## config.mk

```make
export PLATFORM = sky130hd
export DESIGN_NAME = dvs_governor
export DESIGN_NICKNAME = d
export VERILOG_FILES = /design/src/rtl/dvs_gov_pkg.sv /design/src/rtl/dvs_occ_meter.sv /design/src/rtl/dvs_dir_window.sv /design/src/rtl/dvs_step_ctrl.sv /design/src/rtl/dvs_governor.sv
export SDC_FILE = /design/constraint.sdc
export NUM_CORES = 2
export LEC_CHECK = 0
export BUFFER_PORTS_ARGS = -buffer_cell sky130_fd_sc_hd__buf_4
export CORE_ASPECT_RATIO = 0.9
export CORE_MARGIN = 2
export CORE_UTILIZATION = 50
export DETAILED_ROUTE_END_ITERATION = 16
export GPL_ROUTABILITY_DRIVEN = 0
export PLACE_DENSITY = 0.65
export SLEW_MARGIN = 0
export SYNTH_ARGS = -nofsm -noshare
export SYNTH_HDL_FRONTEND = slang
export SYNTH_SLANG_ARGS = --single-unit
```

## constraint.sdc

```tcl
create_clock -name clk_i -period 19.4 [get_ports clk_i]
set_input_delay 0 -clock clk_i [delete_from_list [all_inputs] [get_ports clk_i]]
set_output_delay 0 -clock clk_i [all_outputs]
set_load 0.01 [all_outputs]
```

## src/rtl/dvs_gov_pkg.sv

```systemverilog
package dvs_gov_pkg;
  localparam int LVL_W = 4;
  typedef logic [LVL_W-1:0] lvl_t;
  typedef enum logic [1:0] {ACT_HOLD, ACT_UP, ACT_DN} act_e;
endpackage

```

## src/rtl/dvs_occ_meter.sv

```systemverilog
module dvs_occ_meter #(
  parameter int BUF_DEPTH = 8,
  parameter int AVG_LEN   = 300,
  parameter int FRAC_W    = 8,
  localparam int OCC_W    = $clog2(BUF_DEPTH + 1),
  localparam int THR_W    = FRAC_W + 1
) (
  input  logic             clk_i,
  input  logic             rst_ni,
  input  logic [OCC_W-1:0] occ_i,
  input  logic [THR_W-1:0] thr_low_i,
  input  logic [THR_W-1:0] thr_high_i,
  input  logic [THR_W-1:0] thr_top_i,
  output logic             below_low_o,
  output logic             above_high_o,
  output logic             above_top_o
);
  localparam int SCALE = BUF_DEPTH * AVG_LEN;
  localparam int SUM_W = $clog2(SCALE + 1);
  localparam int PTR_W = $clog2(AVG_LEN);
  localparam int CMP_W = SUM_W + FRAC_W + 2;

  logic [OCC_W-1:0] hist_q [AVG_LEN];
  logic [PTR_W-1:0] ptr_q;
  logic [SUM_W-1:0] sum_q;

  always_ff @(posedge clk_i or negedge rst_ni) begin
    if (!rst_ni) begin
      for (int i = 0; i < AVG_LEN; i++) hist_q[i] <= '0;
      ptr_q <= '0;
      sum_q <= '0;
    end else begin
      hist_q[ptr_q] <= occ_i;
      ptr_q <= (ptr_q == PTR_W'(AVG_LEN - 1)) ? '0 : ptr_q + 1'b1;
      sum_q <= sum_q + SUM_W'(occ_i) - SUM_W'(hist_q[ptr_q]);
    end
  end

  // metric > thr  <=>  sum * 2^FRAC_W > thr * depth * window
  logic [CMP_W-1:0] sum_x, low_x, high_x, top_x;
  assign sum_x  = CMP_W'(sum_q) << FRAC_W;
  assign low_x  = CMP_W'(thr_low_i)  * CMP_W'(SCALE);
  assign high_x = CMP_W'(thr_high_i) * CMP_W'(SCALE);
  assign top_x  = CMP_W'(thr_top_i)  * CMP_W'(SCALE);

  assign below_low_o  = sum_x < low_x;
  assign above_high_o = sum_x > high_x;
  assign above_top_o  = sum_x > top_x;

  AST_SUM_RANGE: assert property (@(posedge clk_i) disable iff (!rst_ni)
    sum_q <= SUM_W'(SCALE));
endmodule

```

## src/rtl/dvs_dir_window.sv

```systemverilog
module dvs_dir_window
  import dvs_gov_pkg::*;
#(
  parameter int WIN_W = 16
) (
  input  logic             clk_i,
  input  logic             rst_ni,
  input  logic             win_start_i,
  input  logic [WIN_W-1:0] win_len_i,
  input  lvl_t             dir_inter_i,
  input  lvl_t             dir_final_i,
  output lvl_t             inter_o,
  output lvl_t             final_o,
  output logic [WIN_W-1:0] rem_o
);
  always_ff @(posedge clk_i or negedge rst_ni) begin
    if (!rst_ni) begin
      inter_o <= '0;
      final_o <= '0;
      rem_o   <= '0;
    end else if (win_start_i) begin
      inter_o <= dir_inter_i;
      final_o <= dir_final_i;
      rem_o   <= win_len_i;
    end else if (rem_o != '0) begin
      rem_o <= rem_o - 1'b1;
    end
  end

  AST_REM_COUNTDOWN: assert property (@(posedge clk_i) disable iff (!rst_ni)
    !win_start_i && rem_o != '0 |=> rem_o == $past(rem_o) - 1'b1);
endmodule

```

## src/rtl/dvs_step_ctrl.sv

```systemverilog
module dvs_step_ctrl
  import dvs_gov_pkg::*;
#(
  parameter int WIN_W    = 16,
  parameter int STEP_DLY = 120
) (
  input  logic             clk_i,
  input  logic             rst_ni,
  input  logic             win_start_i,
  input  lvl_t             inter_i,
  input  lvl_t             fin_i,
  input  logic [WIN_W-1:0] rem_i,
  input  logic             below_low_i,
  input  logic             above_high_i,
  input  logic             above_top_i,
  output lvl_t             lvl_o,
  output logic             step_o
);
  localparam int RETRY_LEN = 2 * STEP_DLY;
  localparam int BUSY_W    = $clog2(STEP_DLY + 1);
  localparam int RET_W     = $clog2(RETRY_LEN + 1);

  lvl_t              lvl_q, carry_lvl_q;
  logic [BUSY_W-1:0] busy_q;
  logic [RET_W-1:0]  retry_q;
  logic              defer_q, carry_q;

  logic              carry_act, ramp_up, dn_ok, retry_start;
  logic [WIN_W-1:0]  up_gap, dn_need;
  logic [LVL_W:0]    nxt_lvl, dn_span;
  act_e              act;

  assign carry_act = carry_q && (lvl_q > carry_lvl_q);
  assign up_gap    = (lvl_q > fin_i) ? WIN_W'(STEP_DLY) * WIN_W'(lvl_q - fin_i) : '0;
  assign ramp_up   = (lvl_q > fin_i) && (rem_i <= up_gap);
  assign nxt_lvl   = {1'b0, lvl_q} + 1'b1;
  assign dn_span   = (nxt_lvl > {1'b0, fin_i}) ? nxt_lvl - {1'b0, fin_i} : '0;
  assign dn_need   = WIN_W'(STEP_DLY) * (WIN_W'(dn_span) + WIN_W'(1));
  assign dn_ok     = (lvl_q < inter_i) && (rem_i >= dn_need);

  always_comb begin
    act         = ACT_HOLD;
    retry_start = 1'b0;
    if (win_start_i || busy_q != '0) begin
      act = ACT_HOLD;
    end else if (above_top_i) begin
      if (lvl_q != '0) act = ACT_UP;
    end else if (carry_act || lvl_q > inter_i || ramp_up) begin
      act = ACT_UP;
    end else if (dn_ok && retry_q == '0) begin
      if (defer_q) begin
        if (below_low_i) act = ACT_DN;
        else             retry_start = 1'b1;
      end else if (above_high_i) begin
        retry_start = 1'b1;
      end else begin
        act = ACT_DN;
      end
    end
  end

  always_ff @(posedge clk_i or negedge rst_ni) begin
    if (!rst_ni) begin
      lvl_q       <= '0;
      step_o      <= 1'b0;
      busy_q      <= '0;
      retry_q     <= '0;
      defer_q     <= 1'b0;
      carry_q     <= 1'b0;
      carry_lvl_q <= '0;
    end else begin
      step_o <= (act != ACT_HOLD);
      case (act)
        ACT_UP:  lvl_q <= lvl_q - 1'b1;
        ACT_DN:  lvl_q <= lvl_q + 1'b1;
        default: lvl_q <= lvl_q;
      endcase
      if (act != ACT_HOLD) busy_q <= BUSY_W'(STEP_DLY - 1);
      else if (busy_q != '0) busy_q <= busy_q - 1'b1;

      if (win_start_i)         retry_q <= '0;
      else if (retry_start)    retry_q <= RET_W'(RETRY_LEN);
      else if (retry_q != '0)  retry_q <= retry_q - 1'b1;

      if (win_start_i)         defer_q <= 1'b0;
      else if (retry_start)    defer_q <= 1'b1;
      else if (act == ACT_DN)  defer_q <= 1'b0;

      if (win_start_i) begin
        carry_q     <= lvl_q > fin_i;
        carry_lvl_q <= fin_i;
      end else if (carry_q && lvl_q <= carry_lvl_q) begin
        carry_q <= 1'b0;
      end
    end
  end

  assign lvl_o = lvl_q;

  AST_BUSY_HOLD: assert property (@(posedge clk_i) disable iff (!rst_ni)
    busy_q != '0 |=> $stable(lvl_q));
  AST_DN_FLOOR: assert property (@(posedge clk_i) disable iff (!rst_ni)
    lvl_q > $past(lvl_q) |-> lvl_q <= inter_i);
  AST_RETRY_NO_DN: assert property (@(posedge clk_i) disable iff (!rst_ni)
    retry_q != '0 |=> lvl_q <= $past(lvl_q));
  AST_TOP_NO_DN: assert property (@(posedge clk_i) disable iff (!rst_ni)
    above_top_i |=> lvl_q <= $past(lvl_q));
endmodule

```

## src/rtl/dvs_governor.sv

```systemverilog
module dvs_governor
  import dvs_gov_pkg::*;
#(
  parameter int BUF_DEPTH = 8,
  parameter int AVG_LEN   = 300,
  parameter int FRAC_W    = 8,
  parameter int STEP_DLY  = 120,
  parameter int WIN_W     = 16,
  localparam int OCC_W    = $clog2(BUF_DEPTH + 1)
) (
  input  logic              clk_i,
  input  logic              rst_ni,
  input  logic              win_start_i,
  input  logic [WIN_W-1:0]  win_len_i,
  input  logic [3:0]        dir_inter_i,
  input  logic [3:0]        dir_final_i,
  input  logic [OCC_W-1:0]  occ_i,
  input  logic [FRAC_W:0]   thr_low_i,
  input  logic [FRAC_W:0]   thr_high_i,
  input  logic [FRAC_W:0]   thr_top_i,
  output logic [3:0]        tgt_lvl_o,
  output logic              step_o
);
  logic             below_low, above_high, above_top;
  lvl_t             inter, fin, lvl;
  logic [WIN_W-1:0] rem;

  dvs_occ_meter #(.BUF_DEPTH(BUF_DEPTH), .AVG_LEN(AVG_LEN), .FRAC_W(FRAC_W)) u_meter (
    .clk_i(clk_i), .rst_ni(rst_ni), .occ_i(occ_i),
    .thr_low_i(thr_low_i), .thr_high_i(thr_high_i), .thr_top_i(thr_top_i),
    .below_low_o(below_low), .above_high_o(above_high), .above_top_o(above_top));

  dvs_dir_window #(.WIN_W(WIN_W)) u_win (
    .clk_i(clk_i), .rst_ni(rst_ni), .win_start_i(win_start_i), .win_len_i(win_len_i),
    .dir_inter_i(dir_inter_i), .dir_final_i(dir_final_i),
    .inter_o(inter), .final_o(fin), .rem_o(rem));

  dvs_step_ctrl #(.WIN_W(WIN_W), .STEP_DLY(STEP_DLY)) u_ctrl (
    .clk_i(clk_i), .rst_ni(rst_ni), .win_start_i(win_start_i),
    .inter_i(inter), .fin_i(fin), .rem_i(rem),
    .below_low_i(below_low), .above_high_i(above_high), .above_top_i(above_top),
    .lvl_o(lvl), .step_o(step_o));

  assign tgt_lvl_o = lvl;

  AST_ONE_LEVEL: assert property (@(posedge clk_i) disable iff (!rst_ni)
    step_o |-> (tgt_lvl_o == $past(tgt_lvl_o) + 4'd1) || (tgt_lvl_o + 4'd1 == $past(tgt_lvl_o)));
endmodule

```

=== Yosys cells after proc, flatten, opt, wreduce, memory -nomap -nowiden ===
Index checks and enable logic that the tools add are counted.

* Flip-flop bits (word level): 1271
* Input bits: 58
* Output and inout bits: 5
* Word-level logic and storage cells: 404

* Add/subtract/negate cells: 12
* Multiply operators: 5
* $lt $le $gt $ge: 13
* Equal/unequal tests: 3
* Mux-type cells: 37
* Bitwise gates (word level): 1
* Reductions and logical operators: 21

{| class="wikitable"
|+ Operator list
! kind !! count
|-
| bitwise mux 1200 bit || 1
|-
| multiplier 9 x 7 -> 16 bit (second input constant) || 3
|-
| two-way mux 16 bit || 3
|-
| greater-than comparator 20 x 21 -> 1 bit || 2
|-
| binary-select mux 4 bit (select 9 bit) || 1
|-
| demux 4 bit (select 9 bit) || 1
|-
| multiplier 4 x 16 -> 13 bit (first input constant) || 2
|-
| two-way mux 8 bit || 3
|-
| < comparator 20 x 21 -> 1 bit || 1
|-
| greater-or-equal comparator 16 bit || 1
|-
| <= comparator 16 bit || 1
|-
| nonzero test 16 bit || 1
|-
| subtractor 16 x 1 -> 16 bit (second input constant) || 1
|-
| two-way mux 2 bit || 7
|-
| two-way mux 7 bit || 2
|-
| two-way mux 1 bit || 13
|-
| adder 12 x 4 -> 12 bit || 1
|-
| greater-than comparator 4 bit || 3
|-
| two-way mux 4 bit || 3
|-
| subtractor 12 x 4 -> 12 bit || 1
|-
| greater-or-equal comparator 10 bit (second input constant) || 1
|-
| < comparator 10 x 1 -> 1 bit (second input constant) || 1
|-
| NOT 9 -> 10 bit || 1
|-
| nonzero test 2 bit || 5
|-
| 25 further kinds || 33
|}

=== Depth between registers and ports, before layout ===
* Depth after elaboration: 16
* Mapped depth: 40
* Depth with buffers taken out: 40

=== By module ===
A second synthesis with hierarchy kept.

* Cells, all modules: 5390
* Area total of the unflattened synthesis: 63866.3 um^2

{| class="wikitable"
|+ Modules (own cells, without submodules)
! module !! times used !! cells each !! area each (um^2) !! sequential area each (um^2)
|-
| dvs_occ_meter || 1 || 4865 || 59026.6 || 30554.3
|-
| dvs_step_ctrl || 1 || 405 || 3590.9 || 650.6
|-
| dvs_dir_window || 1 || 120 || 1248.7 || 600.6
|}

=== Least setup slack after synthesis ===
No wires, ideal clock.

* Path type: register -> register
* Start point: register u_ctrl.lvl_q[0], in the netlist u_ctrl.lvl_o[0]
* End point: register u_ctrl.lvl_q[3], in the netlist u_ctrl.lvl_o[3]
* Setup time: 0.132 ns
* Data arrival time: 7.248 ns
* Setup slack: 12.020 ns
* Stages on the path, launching flop included: 39
* Clock period less this slack: 7.380 ns
* Path through: dfrtp_1 inv_1 ha_1 ha_1 nor2b_1 o21ai_0 a21oi_1 o32ai_1 nand2_1 and2_1 ha_1 xnor2_1 inv_1 ha_1 inv_1 fa_1 inv_1 ha_1 [3 not listed] a21oi_1 o21ai_0 xnor2_1 ha_1 o21ai_0 a21oi_1 a211o_1 and4bb_2 or3b_2 nor2b_1 ha_1 inv_1 ha_1 a21o_1 a21oi_1 xnor2_1 nand2_1 xnor2_1

* Word-level cells in the longest chain between the ends: 14
* Elaborated cells between the ends (all ways): 33
* Those cells by class: 6 x add/sub; 2 x mul; 7 x order compare; 2 x eq/ne; 8 x mux; 8 x reduce/logical

{| class="wikitable"
|+ Ends and longest elaborated chain
! what !! RTL line !! source
|-
| start: declaration || dvs_step_ctrl.sv:23 || <nowiki>lvl_t lvl_q, carry_lvl_q;</nowiki>
|-
| start signal: assignment || dvs_step_ctrl.sv:74 || <nowiki>ACT_UP: lvl_q <= lvl_q - 1'b1;</nowiki>
|-
| start signal: assignment || dvs_step_ctrl.sv:75 || <nowiki>ACT_DN: lvl_q <= lvl_q + 1'b1;</nowiki>
|-
| start signal: assignment || dvs_step_ctrl.sv:76 || <nowiki>default: lvl_q <= lvl_q;</nowiki>
|-
| adder 4 x 1 -> 5 bit (*) || dvs_step_ctrl.sv:36 || <nowiki>assign nxt_lvl = {1'b0, lvl_q} + 1'b1;</nowiki>
|-
| named net u_ctrl.nxt_lvl[0] || dvs_step_ctrl.sv:30 || <nowiki>logic [LVL_W:0] nxt_lvl, dn_span;</nowiki>
|-
| subtractor 5 x 4 -> 5 bit / greater-than comparator 5 x 4 -> 1 bit (equally long branches) || dvs_step_ctrl.sv:37 || <nowiki>assign dn_span = (nxt_lvl > {1'b0, fin_i}) ? nxt_lvl - {1'b0, fin_i} : '0;</nowiki>
|-
| two-way mux 5 bit (*) || dvs_step_ctrl.sv:37 ||
|-
| adder 5 x 1 -> 6 bit (*) || dvs_step_ctrl.sv:38 || <nowiki>assign dn_need = WIN_W'(STEP_DLY) * (WIN_W'(dn_span) + WIN_W'(1));</nowiki>
|-
| multiplier 4 x 16 -> 13 bit (*) || dvs_step_ctrl.sv:38 ||
|-
| greater-or-equal comparator 16 bit (*) || dvs_step_ctrl.sv:39 || <nowiki>assign dn_ok = (lvl_q < inter_i) && (rem_i >= dn_need);</nowiki>
|-
| logical AND 1 bit (*) || dvs_step_ctrl.sv:39 ||
|-
| logical AND 1 bit (*) || dvs_step_ctrl.sv:50 || <nowiki>end else if (dn_ok && retry_q == '0) begin</nowiki>
|-
| two-way mux 2 bit (*) || dvs_step_ctrl.sv:50 ||
|-
| two-way mux 2 bit (*) || dvs_step_ctrl.sv:48 || <nowiki>end else if (carry_act || lvl_q > inter_i || ramp_up) begin</nowiki>
|-
| two-way mux 2 bit (*) || dvs_step_ctrl.sv:46 || <nowiki>end else if (above_top_i) begin</nowiki>
|-
| two-way mux 2 bit (*) || dvs_step_ctrl.sv:44 || <nowiki>if (win_start_i || busy_q != '0) begin</nowiki>
|-
| == test 2 bit / == test 2 x 1 -> 1 bit (equally long branches) || dvs_step_ctrl.sv:73 || <nowiki>case (act)</nowiki>
|-
| one-hot mux 4 bit (2 select lines) / nonzero test 2 bit (equally long branches) || - ||
|}

The timed path passes the listed nets; every way through them passes the cells marked *.
A chain may end at the register's enable or synchronous reset.

=== Final worst setup path ===
* Start point: register u_ctrl.lvl_q[1], in the netlist u_ctrl.lvl_o[1]
* End point: register u_ctrl.lvl_q[3], in the netlist u_ctrl.lvl_o[3]

* Word-level cells in the longest chain between the ends: 14
* Elaborated cells between the ends (all ways): 33
* Those cells by class: 6 x add/sub; 2 x mul; 7 x order compare; 2 x eq/ne; 8 x mux; 8 x reduce/logical

{| class="wikitable"
|+ Ends and longest elaborated chain
! what !! RTL line
|-
| adder 4 x 1 -> 5 bit || dvs_step_ctrl.sv:36
|-
| subtractor 5 x 4 -> 5 bit / greater-than comparator 5 x 4 -> 1 bit (equally long branches) || dvs_step_ctrl.sv:37
|-
| two-way mux 5 bit || dvs_step_ctrl.sv:37
|-
| adder 5 x 1 -> 6 bit || dvs_step_ctrl.sv:38
|-
| multiplier 4 x 16 -> 13 bit || dvs_step_ctrl.sv:38
|-
| greater-or-equal comparator 16 bit || dvs_step_ctrl.sv:39
|-
| logical AND 1 bit || dvs_step_ctrl.sv:39
|-
| logical AND 1 bit || dvs_step_ctrl.sv:50
|-
| two-way mux 2 bit || dvs_step_ctrl.sv:50
|-
| two-way mux 2 bit || dvs_step_ctrl.sv:48
|-
| two-way mux 2 bit || dvs_step_ctrl.sv:46
|-
| two-way mux 2 bit || dvs_step_ctrl.sv:44
|-
| == test 2 bit / == test 2 x 1 -> 1 bit (equally long branches) || dvs_step_ctrl.sv:73
|-
| one-hot mux 4 bit (2 select lines) / nonzero test 2 bit (equally long branches) || -
|}

Several ways; a longest one is shown, not always the timed one.

==> results.sh <==
export IMPL_outcome="complete, no violations"
export IMPL_holdBufCountCts=80
export IMPL_ant_nets=0
export IMPL_ys_ff_latch=1271
export IMPL_min_path_type="in -> async"
export IMPL_grt_start_max_net_pins=191
export IMPL_dieArea_mm2=0.131
export IMPL_yosysSeqAreaShare=0.495
export IMPL_crit_path_top_delay_cell="dfrtp_1"
export IMPL_cts_tree="built"
export IMPL_ys_warnings_count=0
export IMPL_yosysTopAreaCell="dfrtp_1"
export IMPL_slowest_delay_ns=0.61
export IMPL_skew_ns=0.0485
export IMPL_crit_type="reg -> reg"
export IMPL_fin_crit_sh=0.423
export IMPL_hpwl_um=111000
export IMPL_synthDistinctLibCells=76
export IMPL_dr_max_layer_used="met5"
export IMPL_path_clk_slew_ns=0.06
export IMPL_drc=0
export IMPL_power_density_mw_per_mm2=90.2
export IMPL_met1_length_um=76500
export IMPL_startpoint_type="flop"
export IMPL_grt_use_total=0.267
export IMPL_ir_drop_v=0.0000631
export IMPL_place_inst=7069
export IMPL_numPortBuffers=62
export IMPL_wl_per_cell_um=23.4
export IMPL_netlist_instances=5532
export IMPL_syn_nets=5882
export IMPL_post_route_min_period_ns=8.21
export IMPL_wl_met3_um=12300
export IMPL_met2_length_um=78500
export IMPL_core_area_mm2=0.127
export IMPL_rows=124
export IMPL_max_slew_margin=0.141
export IMPL_routed_via_density=5.98
export IMPL_cts_buffer_depth=3
export IMPL_synth_top_cell_area_share=0.495
export IMPL_final_cell_count_no_fill=7392
export IMPL_antenna_found_initial=2
export IMPL_setup_viol_count_final=0
export IMPL_clock_fmax_mhz=122
export IMPL_rsz0062_at_grt="no"
export IMPL_synthFlopType="dfrtp_1"
export IMPL_worstMarginPinSlew_ns=1.29
export IMPL_finalNetCount=5935
export IMPL_critPathMostFrequentCell="ha_1"
export IMPL_drtPass1Iterations=6
export IMPL_final_cell_mix="1267 x dfrtp_1, 951 x nand2_1, 664 x o21ai_0"
export IMPL_synthArstFlopShare=1.00
export IMPL_arrival_ns=8.84
export IMPL_hold_violations=0
export IMPL_cts_resized=0
export IMPL_endpoint_kind="flop"
export IMPL_grt_overflow=0
export IMPL_area_growth_pct=11.6
export IMPL_pre_cts_ws_ns=11.20
export IMPL_die_w_um=382
export IMPL_synth_edf_count=0
export IMPL_dieHeight_um=344
export IMPL_slew_viol_final=0
export IMPL_start_util=0.505
export IMPL_diodes=0
export IMPL_max_cap_viol_count=0
export IMPL_htree_num_levels=4
export IMPL_post_cts_setup_buffer_count=0
export IMPL_fin_ws_ns=11.19
export IMPL_finalPower_uw=6470
export IMPL_ios=63
export IMPL_avgSynthCellArea_um2=11.6
export IMPL_p_leak_uw=0.0331
export IMPL_via_count=44200
export IMPL_final_common_cell="dfrtp_1"
export IMPL_cts_made_buffers=135
export IMPL_mappedNetlistArea_mm2=0.0643
export IMPL_crit_path_max_fanout=10
export IMPL_cts_sinks=1271
export IMPL_root_buffer="clkbuf_16"
export IMPL_clk_latency_ns=0.79
export IMPL_grt_pass1_wl_um=271000
export IMPL_drt_initial_drc_count=3799
export IMPL_tns_ns=0
export IMPL_required_ns=20.03
export IMPL_totalWireLength_um=173000
export IMPL_grt_pass1_vias=44300
export IMPL_yosys_top_cells_area="dfrtp_1 49%, mux2_2 11%, mux4_2 9.7%, nand2_1 5.6%, o21ai_0 5.2%"
export IMPL_drive_gt1_frac=0.224
-- cells in the mapped netlist, drive strengths merged (6+ instances only) --
library cell,number
nand2,951
xor2,36
mux4,276
mux2,600
xnor2,54
or2,6
buf,82
nand2b,17
a21oi,104
o21ai,664
and3,11
clkbuf,221
mux2i,84
a31oi,13
nor2,198
or3,12
a221oi,15
dfrtp,1271
a21o,31
o31ai,11
nand3,44
a22oi,55
nor4,12
nor2b,30
fa,45
o211ai,14
inv,201
nor3,33
o21a,13
nand4,15
ha,247
a211oi,17
o2111ai,11
o22ai,12
a22o,17
and2,23
a211o,12
-- routing by layer --
| metal | vias to the layer above | GRT usage |
|---|---|---|
| met1 | 22600 | 0.385 |
| li1 | 19800 | - |
| met2 | 1509 | 0.409 |
| met5 | - | 0 |
| met3 | 300 | 0.0492 |
| met4 | 2 | 0.0955 |
-- per-stage QoR --
stage / hold slack (ns) / utilization / area [µm²]
after floorplan: -0.296 / - / 64300
after CTS: 0.0315 / 0.564 / 71700
after global routing: 0.0792 / 0.564 / 71700
final: 0.0183 / 0.564 / 71700
after detailed placement: 0.0283 / 0.521 / 66200
after global placement: 0.0229 / 0.521 / 66200
-- power breakdown --
part	switching, µW	internal, µW	leakage, µW
sequential	66.2	2720	0.0144
clock	1110	1600	0.00230
combinational	539	425	0.0164
-- logic make-up after synthesis --
kind of cell | Yosys count | share of synthesized area
AOI/OAI and AO/OA | 1037 | 0.0928
xor gates and xnor gates | 90 | 0.0123
muxes | 960 | 0.215
and+or+nand+nor | 1378 | 0.0895
buffers and inverters | 504 | 0.0333
adders and majority gates | 292 | 0.0621
DFF | 1271 | 0.495
-- final timing paths --
path                                                      start                              end  slack, ns  depth (start not counted)
worst min register to register  u_meter.hist_q[513]$_DFFE_PN0P_  u_meter.hist_q[513]$_DFFE_PN0P_       0.47                          2
max in group asynchronous                                rst_ni  u_meter.hist_q[656]$_DFFE_PN0P_      16.69                          5
worst max-delay path                u_ctrl.lvl_o[1]$_DFFE_PN0P_      u_ctrl.lvl_o[3]$_DFFE_PN0P_      11.19                         37
min in group clk_i                                     occ_i[1]  u_meter.hist_q[233]$_DFFE_PN0P_       0.15                          3
worst min-delay path                                     rst_ni       u_win.rem_o[2]$_DFFE_PN0P_       0.02                          3
worst max register to register      u_ctrl.lvl_o[1]$_DFFE_PN0P_      u_ctrl.lvl_o[3]$_DFFE_PN0P_      11.19                         37
-- registers in the layout, indices dropped and copies added, names as in the netlist, 4 cells and up --
register,cells
u_ctrl.busy_q,7
u_ctrl.carry_lvl_q,4
u_meter.sum_q,12
u_win.final_o,4
u_ctrl.lvl_o,4
u_meter.hist_q,1200
u_ctrl.retry_q,8
u_win.inter_o,4
u_win.rem_o,16
u_meter.ptr_q,9
-- layout make-up --
class,instances,area (µm²)
clock buffer,197,3960
clock inverter,46,706
fill,10600,55500
inverter,201,769
multi-input combinational,3757,30400
sequential,1271,31800
tap,1701,2130
timing repair buffer,219,1960
-- critical path: cells and delay by family (launching register included) --
family / cells / cell delay, ns
buffers and inverters: 3 / 0.29
adders and majority gates: 9 / 2.74
xor gates and xnor gates: 5 / 0.97
DFF: 1 / 0.61
AOI/OAI and AO/OA: 11 / 1.89
and+or+nand+nor: 9 / 1.59
Note: power is estimated with default switching activity, not from simulation.
